[src/rtl/vram_arb_pkg.sv]
package vram_arb_pkg;

  // address source for the multiplexed bus
  typedef enum logic [1:0] {SRC_DISP, SRC_CPU, SRC_BUF} addrSrc_e;
  // which half of the source goes out
  typedef enum logic [1:0] {AS_NONE, AS_ROW, AS_COL, AS_NEXT} addrSel_e;
  // work carried by a CPU slot
  typedef enum logic [1:0] {JOB_IDLE, JOB_READ, JOB_WRITE} job_e;

  localparam logic [2:0] OP_XOR    = 3'd1;
  localparam logic [2:0] OP_OR     = 3'd2;
  localparam logic [2:0] OP_ANDNOT = 3'd3;

  // strobes from control to datapath
  typedef struct packed {
    logic     rowStb;
    logic     colStb;
    logic     oe;
    logic     we;
    logic     bank;
    addrSrc_e src;
    addrSel_e sel;
    logic     capOld;
    logic     capLo;
    logic     capHi;
    logic     bufLoad;
  } ctlStb_t;

endpackage

[src/rtl/vramCtrl.sv]
module vramCtrl
  import vram_arb_pkg::*;
#(
  parameter int ADDR_W     = 16,
  parameter int DISP_SLOTS = 1,
  parameter int FREE_WR    = 2
) (
  input  logic              clk,
  input  logic              rstN,
  input  logic              modeCompat,
  input  logic              mode16,
  input  logic              blank,
  input  logic              cpuReq,
  input  logic              cpuWe,
  output ctlStb_t           stb,
  output logic [ADDR_W-1:0] dispAddr,
  output logic              cpuWait
);
  localparam int SLOT_W = (DISP_SLOTS < 1) ? 1 : $clog2(DISP_SLOTS + 1);
  localparam int CNT_W  = $clog2(FREE_WR + 1);

  logic              live;
  logic [1:0]        phase;
  logic [SLOT_W-1:0] slotIdx;
  job_e              jobQ, jobNow;
  logic              bufFull, bufM16, pass, rdDone;
  logic [CNT_W-1:0]  wrCnt;
  logic              cpuSlot, writeLimit, bufLoad, readHs;

  assign cpuSlot    = (slotIdx == SLOT_W'(DISP_SLOTS));
  assign writeLimit = modeCompat & ~blank & (wrCnt == CNT_W'(FREE_WR));
  assign bufLoad    = cpuReq & cpuWe & ~bufFull & ~writeLimit;
  assign readHs     = cpuReq & ~cpuWe & rdDone;
  assign cpuWait    = cpuReq & (cpuWe ? (bufFull | writeLimit) : ~rdDone);

  // slot work is fixed in the first cycle of the slot
  always_comb begin
    jobNow = jobQ;
    if (phase == 2'd0) begin
      if (!cpuSlot)                   jobNow = JOB_IDLE;
      else if (bufFull)               jobNow = JOB_WRITE;
      else if (cpuReq && !cpuWe && !rdDone) jobNow = JOB_READ;
      else                            jobNow = JOB_IDLE;
    end
  end

  always_comb begin
    stb         = '0;
    stb.src     = SRC_DISP;
    stb.sel     = AS_NONE;
    stb.bufLoad = bufLoad;
    if (live) begin
      stb.rowStb = (phase != 2'd3);
      stb.colStb = (phase == 2'd1) || (phase == 2'd2);
      if (!cpuSlot) begin
        stb.src   = SRC_DISP;
        stb.oe    = stb.colStb;
        stb.capLo = (phase == 2'd1);
        stb.capHi = (phase == 2'd2);
        case (phase)
          2'd0:    stb.sel = AS_ROW;
          2'd1:    stb.sel = AS_COL;
          2'd2:    stb.sel = AS_NEXT;
          default: stb.sel = AS_NONE;
        endcase
      end else begin
        stb.src    = (jobNow == JOB_WRITE) ? SRC_BUF : SRC_CPU;
        stb.oe     = (phase == 2'd1) || ((phase == 2'd2) && (jobNow != JOB_WRITE));
        stb.capOld = (phase == 2'd1) && (jobNow != JOB_IDLE);
        stb.we     = (phase == 2'd2) && (jobNow == JOB_WRITE);
        stb.bank   = (jobNow == JOB_WRITE) && pass;
        case (phase)
          2'd0:        stb.sel = AS_ROW;
          2'd1, 2'd2:  stb.sel = AS_COL;
          default:     stb.sel = AS_NONE;
        endcase
      end
    end
  end

  always_ff @(posedge clk) begin
    if (!rstN) begin
      live     <= 1'b0;
      phase    <= 2'd0;
      slotIdx  <= '0;
      jobQ     <= JOB_IDLE;
      dispAddr <= '0;
    end else begin
      live <= 1'b1;
      jobQ <= jobNow;
      if (live) begin
        phase <= phase + 2'd1;
        if (phase == 2'd3) begin
          slotIdx <= cpuSlot ? '0 : slotIdx + SLOT_W'(1);
          if (!cpuSlot) dispAddr <= dispAddr + ADDR_W'(2);
        end
      end
    end
  end

  // write buffer occupancy and pass tracking
  always_ff @(posedge clk) begin
    if (!rstN) begin
      bufFull <= 1'b0;
      bufM16  <= 1'b0;
      pass    <= 1'b0;
    end else if (live && cpuSlot && phase == 2'd2 && jobNow == JOB_WRITE) begin
      if (bufM16 && !pass) begin
        pass <= 1'b1;
      end else begin
        pass    <= 1'b0;
        bufFull <= 1'b0;
      end
    end else if (bufLoad) begin
      bufFull <= 1'b1;
      bufM16  <= mode16;
    end
  end

  always_ff @(posedge clk) begin
    if (!rstN)                                          rdDone <= 1'b0;
    else if (readHs)                                    rdDone <= 1'b0;
    else if (live && cpuSlot && phase == 2'd1 && jobNow == JOB_READ) rdDone <= 1'b1;
  end

  always_ff @(posedge clk) begin
    if (!rstN || blank)                           wrCnt <= '0;
    else if (bufLoad && wrCnt != CNT_W'(FREE_WR)) wrCnt <= wrCnt + CNT_W'(1);
  end

endmodule

[src/rtl/vramDatapath.sv]
module vramDatapath
  import vram_arb_pkg::*;
#(
  parameter int MUX_W  = 8,
  parameter int DATA_W = 8
) (
  input  logic                  clk,
  input  logic                  rstN,
  input  ctlStb_t               stb,
  input  logic [2*MUX_W-1:0]    dispAddr,
  input  logic [2*MUX_W-1:0]    cpuAddr,
  input  logic [DATA_W-1:0]     cpuWrData,
  input  logic [2:0]            cpuOp,
  input  logic [3:0]            cpuPlaneEn,
  input  logic [DATA_W-1:0]     vRdA,
  input  logic [DATA_W-1:0]     vRdB,
  output logic [MUX_W-1:0]      vAddr,
  output logic                  vWeA,
  output logic                  vWeB,
  output logic [DATA_W-1:0]     vWrA,
  output logic [DATA_W-1:0]     vWrB,
  output logic [2*DATA_W-1:0]   cpuRdData,
  output logic [2*DATA_W-1:0]   pixA,
  output logic [2*DATA_W-1:0]   pixB,
  output logic                  pixLoad
);
  localparam int ADDR_W = 2 * MUX_W;
  localparam int LANES  = 2;

  logic [ADDR_W-1:0] bufAddr, srcAddr;
  logic [DATA_W-1:0] bufData;
  logic [2:0]        bufOp;
  logic [3:0]        bufEn;
  logic [MUX_W-1:0]  nextCol;

  logic [LANES-1:0][DATA_W-1:0]   rdLane, oldLane, wrLane;
  logic [LANES-1:0][2*DATA_W-1:0] pixLane;
  logic [LANES-1:0]               weLane;

  function automatic logic [DATA_W-1:0] combine(input logic [DATA_W-1:0] oldV,
                                                input logic [DATA_W-1:0] newV,
                                                input logic [2:0] op);
    case (op)
      OP_XOR:    return oldV ^ newV;
      OP_OR:     return oldV | newV;
      OP_ANDNOT: return oldV & ~newV;
      default:   return newV;
    endcase
  endfunction

  always_ff @(posedge clk) begin
    if (!rstN) begin
      bufAddr <= '0;
      bufData <= '0;
      bufOp   <= '0;
      bufEn   <= '0;
    end else if (stb.bufLoad) begin
      bufAddr <= cpuAddr;
      bufData <= cpuWrData;
      bufOp   <= cpuOp;
      bufEn   <= cpuPlaneEn;
    end
  end

  always_comb begin
    case (stb.src)
      SRC_CPU: srcAddr = cpuAddr;
      SRC_BUF: srcAddr = bufAddr;
      default: srcAddr = dispAddr;
    endcase
  end

  assign nextCol = srcAddr[MUX_W-1:0] + MUX_W'(1);

  always_comb begin
    case (stb.sel)
      AS_ROW:  vAddr = srcAddr[ADDR_W-1:MUX_W];
      AS_COL:  vAddr = srcAddr[MUX_W-1:0];
      AS_NEXT: vAddr = nextCol;
      default: vAddr = '0;
    endcase
  end

  assign rdLane[0] = vRdA;
  assign rdLane[1] = vRdB;

  for (genvar g = 0; g < LANES; g++) begin : g_lane
    logic [DATA_W-1:0]   oldQ, loQ;
    logic [2*DATA_W-1:0] pixQ;

    always_ff @(posedge clk) begin
      if (!rstN) begin
        oldQ <= '0;
        loQ  <= '0;
        pixQ <= '0;
      end else begin
        if (stb.capOld) oldQ <= rdLane[g];
        if (stb.capLo)  loQ  <= rdLane[g];
        if (stb.capHi)  pixQ <= {rdLane[g], loQ};
      end
    end

    assign oldLane[g] = oldQ;
    assign pixLane[g] = pixQ;
    assign wrLane[g]  = combine(oldQ, bufData, bufOp);
    // lane g, bank b -> plane enable bit 2*g+b
    assign weLane[g]  = stb.we & bufEn[2*g + (stb.bank ? 1 : 0)];
  end

  always_ff @(posedge clk) begin
    if (!rstN) pixLoad <= 1'b0;
    else       pixLoad <= stb.capHi;
  end

  assign vWrA      = wrLane[0];
  assign vWrB      = wrLane[1];
  assign vWeA      = weLane[0];
  assign vWeB      = weLane[1];
  assign cpuRdData = {oldLane[1], oldLane[0]};
  assign pixA      = pixLane[0];
  assign pixB      = pixLane[1];

endmodule

[src/rtl/vram_arb_top.sv]
module vram_arb_top
  import vram_arb_pkg::*;
#(
  parameter int MUX_W      = 8,
  parameter int DATA_W     = 8,
  parameter int DISP_SLOTS = 1,
  parameter int FREE_WR    = 2
) (
  input  logic                clk,
  input  logic                rstN,
  input  logic                modeCompat,
  input  logic                mode16,
  input  logic                blank,
  input  logic                cpuReq,
  input  logic                cpuWe,
  input  logic [2*MUX_W-1:0]  cpuAddr,
  input  logic [DATA_W-1:0]   cpuWrData,
  input  logic [2:0]          cpuOp,
  input  logic [3:0]          cpuPlaneEn,
  output logic                cpuWait,
  output logic [2*DATA_W-1:0] cpuRdData,
  output logic                vRowStb,
  output logic                vColStb,
  output logic                vOe,
  output logic                vWeA,
  output logic                vWeB,
  output logic                vBank,
  output logic [MUX_W-1:0]    vAddr,
  output logic [DATA_W-1:0]   vWrA,
  output logic [DATA_W-1:0]   vWrB,
  input  logic [DATA_W-1:0]   vRdA,
  input  logic [DATA_W-1:0]   vRdB,
  output logic [2*DATA_W-1:0] pixA,
  output logic [2*DATA_W-1:0] pixB,
  output logic                pixLoad
);
  localparam int ADDR_W = 2 * MUX_W;

  ctlStb_t           stb;
  logic [ADDR_W-1:0] dispAddr;

  vramCtrl #(.ADDR_W(ADDR_W), .DISP_SLOTS(DISP_SLOTS), .FREE_WR(FREE_WR)) ctrl_i (
    .clk(clk), .rstN(rstN), .modeCompat(modeCompat), .mode16(mode16), .blank(blank),
    .cpuReq(cpuReq), .cpuWe(cpuWe), .stb(stb), .dispAddr(dispAddr), .cpuWait(cpuWait)
  );

  vramDatapath #(.MUX_W(MUX_W), .DATA_W(DATA_W)) dp_i (
    .clk(clk), .rstN(rstN), .stb(stb), .dispAddr(dispAddr), .cpuAddr(cpuAddr),
    .cpuWrData(cpuWrData), .cpuOp(cpuOp), .cpuPlaneEn(cpuPlaneEn),
    .vRdA(vRdA), .vRdB(vRdB), .vAddr(vAddr), .vWeA(vWeA), .vWeB(vWeB),
    .vWrA(vWrA), .vWrB(vWrB), .cpuRdData(cpuRdData), .pixA(pixA), .pixB(pixB),
    .pixLoad(pixLoad)
  );

  assign vRowStb = stb.rowStb;
  assign vColStb = stb.colStb;
  assign vOe     = stb.oe;
  assign vBank   = stb.bank;

endmodule

[config.mk]
export PLATFORM = sky130hd
export DESIGN_NAME = vram_arb_top
export DESIGN_NICKNAME = d
export VERILOG_FILES = /design/src/rtl/vram_arb_pkg.sv /design/src/rtl/vramCtrl.sv /design/src/rtl/vramDatapath.sv /design/src/rtl/vram_arb_top.sv
export SDC_FILE = /design/constraint.sdc
export NUM_CORES = 1
export LEC_CHECK = 0
export BUFFER_PORTS_ARGS = -buffer_cell sky130_fd_sc_hd__buf_4
export CAP_MARGIN = 0
export CORE_MARGIN = 8
export CORE_UTILIZATION = 50
export DETAILED_ROUTE_END_ITERATION = 8
export PLACE_DENSITY_LB_ADDON = 0.2
export SETUP_SLACK_MARGIN = 0.1
export SYNTH_ARGS = -nofsm -noshare
export SYNTH_HDL_FRONTEND = slang
export SYNTH_SLANG_ARGS = --single-unit
[constraint.sdc]
create_clock -name clk -period 2.8 [get_ports clk]
set_input_delay 0.28 -clock clk [delete_from_list [all_inputs] [get_ports clk]]
set_output_delay 0.28 -clock clk [all_outputs]
set_load 0.05 [all_outputs]
==> impl_metrics.py <==
metrics = {
    "run_status": {
        "status": "finished with violations",
        "violations": "setup timing",
    },
    "setup_path": {
        "rrSetupSlack_ps": 730,
        "crit_family": "simple AND/OR/NAND/NOR gates",
        "end_kind": "output port",
        "rr_worst_depth": 8,
        "reg2reg_to": "dp_i.g_lane[0].oldQ[4]",
        "crit_chain": "inv_2 > ha_4 > nor3b_4 > a21oi_2 > nor2b_4 > inv_2 > ha_4 > buf_4 > nand2_1 > o211ai_1 > nand4_1 > xnor2_2 > o22ai_4 > buf_6",
        "rr_startpoint": "ctrl_i.phase[1]",
        "criticalPathCategory": "reg -> out",
        "critPathLaunchType": "flop",
        "slowest_stage": "dfxtp_2",
        "crit_fanout": 5,
        "required_ps": 2520,
        "cp_num_buf_inv": 4,
        "crit_path_max_incr_delay_ps": 340,
        "arrival_ps": 2980,
    },
    "logic_synthesis": {
        "synth-seq-area-share_pct": 37.2,
        "syn_area_mm2": 0.00663,
        "syn_area_per_cell_um2": 8.68,
        "synth-main-ff-cell": "dfxtp_1",
        "async_reset_ff_share_pct": 0,
        "syn-num-nets": 857,
        "synth_warnings": 0,
        "synth_edf_count": 0,
        "synthCells": 763,
        "ys_ff_latch": 123,
        "ys_types": 59,
    },
    "global_routing": {
        "grt_usage_pct": 20.8,
        "grt_pass1_vias": 6073,
        "grt_max_degree": 124,
        "grt_pass1_wl_um": 29600,
        "antenna_found_initial": 0,
        "gr-total-overflow": 0,
    },
    "cts": {
        "htree_num_levels": 4,
        "cts_tree": "done",
        "ctsRootBufferMaster": "clkbuf_16",
        "cts_buffers": 17,
        "cts_max_path_buffers": 2,
        "clock_sinks": 123,
        "clkTransAtPathRegs_ps": 60,
        "clock_latency_ps": 410,
    },
    "finish": {
        "area_growth_pct": 34.3,
        "fin_nets": 1004,
        "multi_input_area_mm2": 0.00409,
        "num-fill-cells": 1046,
        "diodes": 0,
        "drive_above_1_share_pct": 28.9,
        "regArea_mm2": 0.00246,
    },
    "drt": {
        "drt_iter0_drc": 276,
        "routedWlPerCell_um": 16.7,
        "vias": 5941,
        "maxUsedRoutingLayer": "met4",
        "post-route-drc-count": 0,
        "drt-pass1-iter-count": 5,
        "wl_met3_um": 840,
        "viasPerCell": 5.41,
        "route.met2.wl_um": 9720,
        "routed_wl_um": 18300,
        "drt-met1-wl_um": 7390,
        "ant_nets": 0,
    },
    "power_and_ir_drop": {
        "p_leak_nw": 3.43,
        "vdd_drop_max_mv": 0.398,
        "p_per_area_mw_per_mm2": 521,
    },
    "floorplan": {
        "ioPinCount": 134,
        "die_w_um": 131,
        "core_area_mm2": 0.0131,
        "rows": 42,
        "fp.dieH_um": 131,
        "initial_utilization_pct": 50.6,
        "die-area_mm2": 0.0172,
    },
    "hold_path": {
        "min-delay-start": "cpuWrData[0]",
        "whs_path_depth": 3,
        "hold_class": "in -> reg",
        "whs_endpoint": "dp_i.bufData[0]",
    },
    "sta": {
        "hold_violations": 0,
        "fin_crit_ps": 3260,
        "fin_crit_sh_pct": 116,
        "max_freq_mhz": 307,
        "fin_ws_ps": -460,
        "fin_hold_ws_ps": 124,
        "clock_skew_ps": 7.22,
        "setup_viol": 8,
        "tightest_slew_ps": 943,
        "maxSlewViolCount": 0,
        "tns_ps": -3010,
        "slew_headroom_pct": 37.1,
        "rsz0062_at_grt": "true",
    },
    "placement": {
        "hpwl_um": 13500,
        "place.gp.congestion": 0.851,
        "dp_slack_ps": -128,
        "portBuffers": 133,
    },
    "job": {
        "drv_cap": 0,
    },
}
final cells by class:
cell class / count / area share, %
flip-flops and latches: 123 / 27.7
inverters: 39 / 1.67
multi-input cells: 554 / 46.0
well taps: 176 / 2.48
repair buffers: 175 / 15.5
clock inverters: 14 / 1.76
clock buffers: 18 / 4.94
state kept, by name, summed over array words and instances (netlist names), 3 cells and up:
register and flops:
dp_i.bufAddr 16, dp_i.g_lane.loQ 16, dp_i.g_lane.oldQ 16, dp_i.pixA 16
dp_i.pixB 16, ctrl_i.dispAddr 15, dp_i.bufData 8, dp_i.bufEn 4
dp_i.bufOp 3
through the flow:
step | instances | power [mW] | cell area, um^2 | util [%]
final | 1099 | 4.63 | 8900 | 68.0
after global routing | 1099 | 4.81 | 8900 | 68.0
after CTS | 1095 | 4.66 | 8810 | 67.4
after detailed placement | 1057 | 2.44 | 8080 | 61.7
after global placement | 1057 | 2.43 | 8080 | 61.7
after floorplan | 763 | 2.23 | 6840 | -
placed cells by master (no fill, tap or decap), drive strengths merged, types with 4 or more instances in the layout:
cell type	synthesis	final
nor2b	60	60
a21boi	55	55
o21ai	35	35
clkbuf	30	18
nand4	6	6
a221o	7	7
a22oi	15	15
a21oi	18	18
nor2	23	23
o211ai	5	5
buf	17	175
nand2b	7	7
xnor2	9	9
dfxtp	123	123
and2	18	18
nand3	9	9
mux2i	59	59
mux2	8	8
and3	4	4
xor2	6	6
nor3	6	6
nand2	131	131
inv	38	45
ha	40	40
worst reg2reg max path: stages, from the launching register on:
cell	delay [ps]
dfxtp_2	320
inv_2	80
ha_4	160
buf_4	140
nand4bb_1	120
a2bb2oi_2	180
a31oi_4	620
mux2i_1	280
nor2b_1	70
worst max-delay path by stage:
| stage | startpoint | end | slack [ps] | depth (start not counted) |
|---|---|---|---|---|
| after global placement | ctrl_i.phase[1] | vAddr[6] | -50 | 12 |
| after detailed placement | ctrl_i.phase[0] | vAddr[6] | -130 | 12 |
| after CTS | ctrl_i.phase[0] | vAddr[6] | -450 | 13 |
| after global routing | ctrl_i.phase[0] | vAddr[6] | -640 | 14 |
| after floorplan | ctrl_i.phase[0] | vAddr[3] | -90 | 13 |
| final | ctrl_i.phase[0] | vAddr[6] | -460 | 14 |
layer usage:
layer	up-vias	GRT usage, %
met1	2846	22.3
met2	173	37.9
met4	0	8.59
met3	33	5.22
met5	-	0
li1	2889	-
power by group:
part	switching (mW)	internal, mW	total (mW)
Combinational	0.352	0.236	0.588
Clock	0.862	1.35	2.21
Sequential	0.0342	1.80	1.83
cells by family after synthesis:
| kind of cell | Yosys count | share of synthesized area (%) |
|---|---|---|
| compound gates | 157 | 16.9 |
| flops | 123 | 37.2 |
| xor+xnor | 15 | 1.98 |
| simple gates | 275 | 20.6 |
| fa+ha+maj | 40 | 7.55 |
| buf+inv | 86 | 5.51 |
| mux | 67 | 10.3 |
synth_stat cells (15+ instances only):
cell type | n | area (um^2)
nand2_1 | 131 | 492
dfxtp_1 | 123 | 2460
nor2b_1 | 60 | 375
mux2i_1 | 59 | 591
a21boi_1 | 40 | 300
ha_1 | 40 | 500
inv_1 | 37 | 139
o21ai_0 | 34 | 170
clkbuf_1 | 30 | 113
nor2_1 | 23 | 86.3
a21oi_1 | 18 | 90.1
and2_1 | 18 | 113
a21boi_0 | 15 | 113
timing repair:
action,CTS,global route
buffers inserted,6,4
setup endpoints to repair,8,8
hold buffers,0,0
pin swaps,14,9
gates resized for setup,27,12
Note: power is estimated with default switching activity, not from simulation.
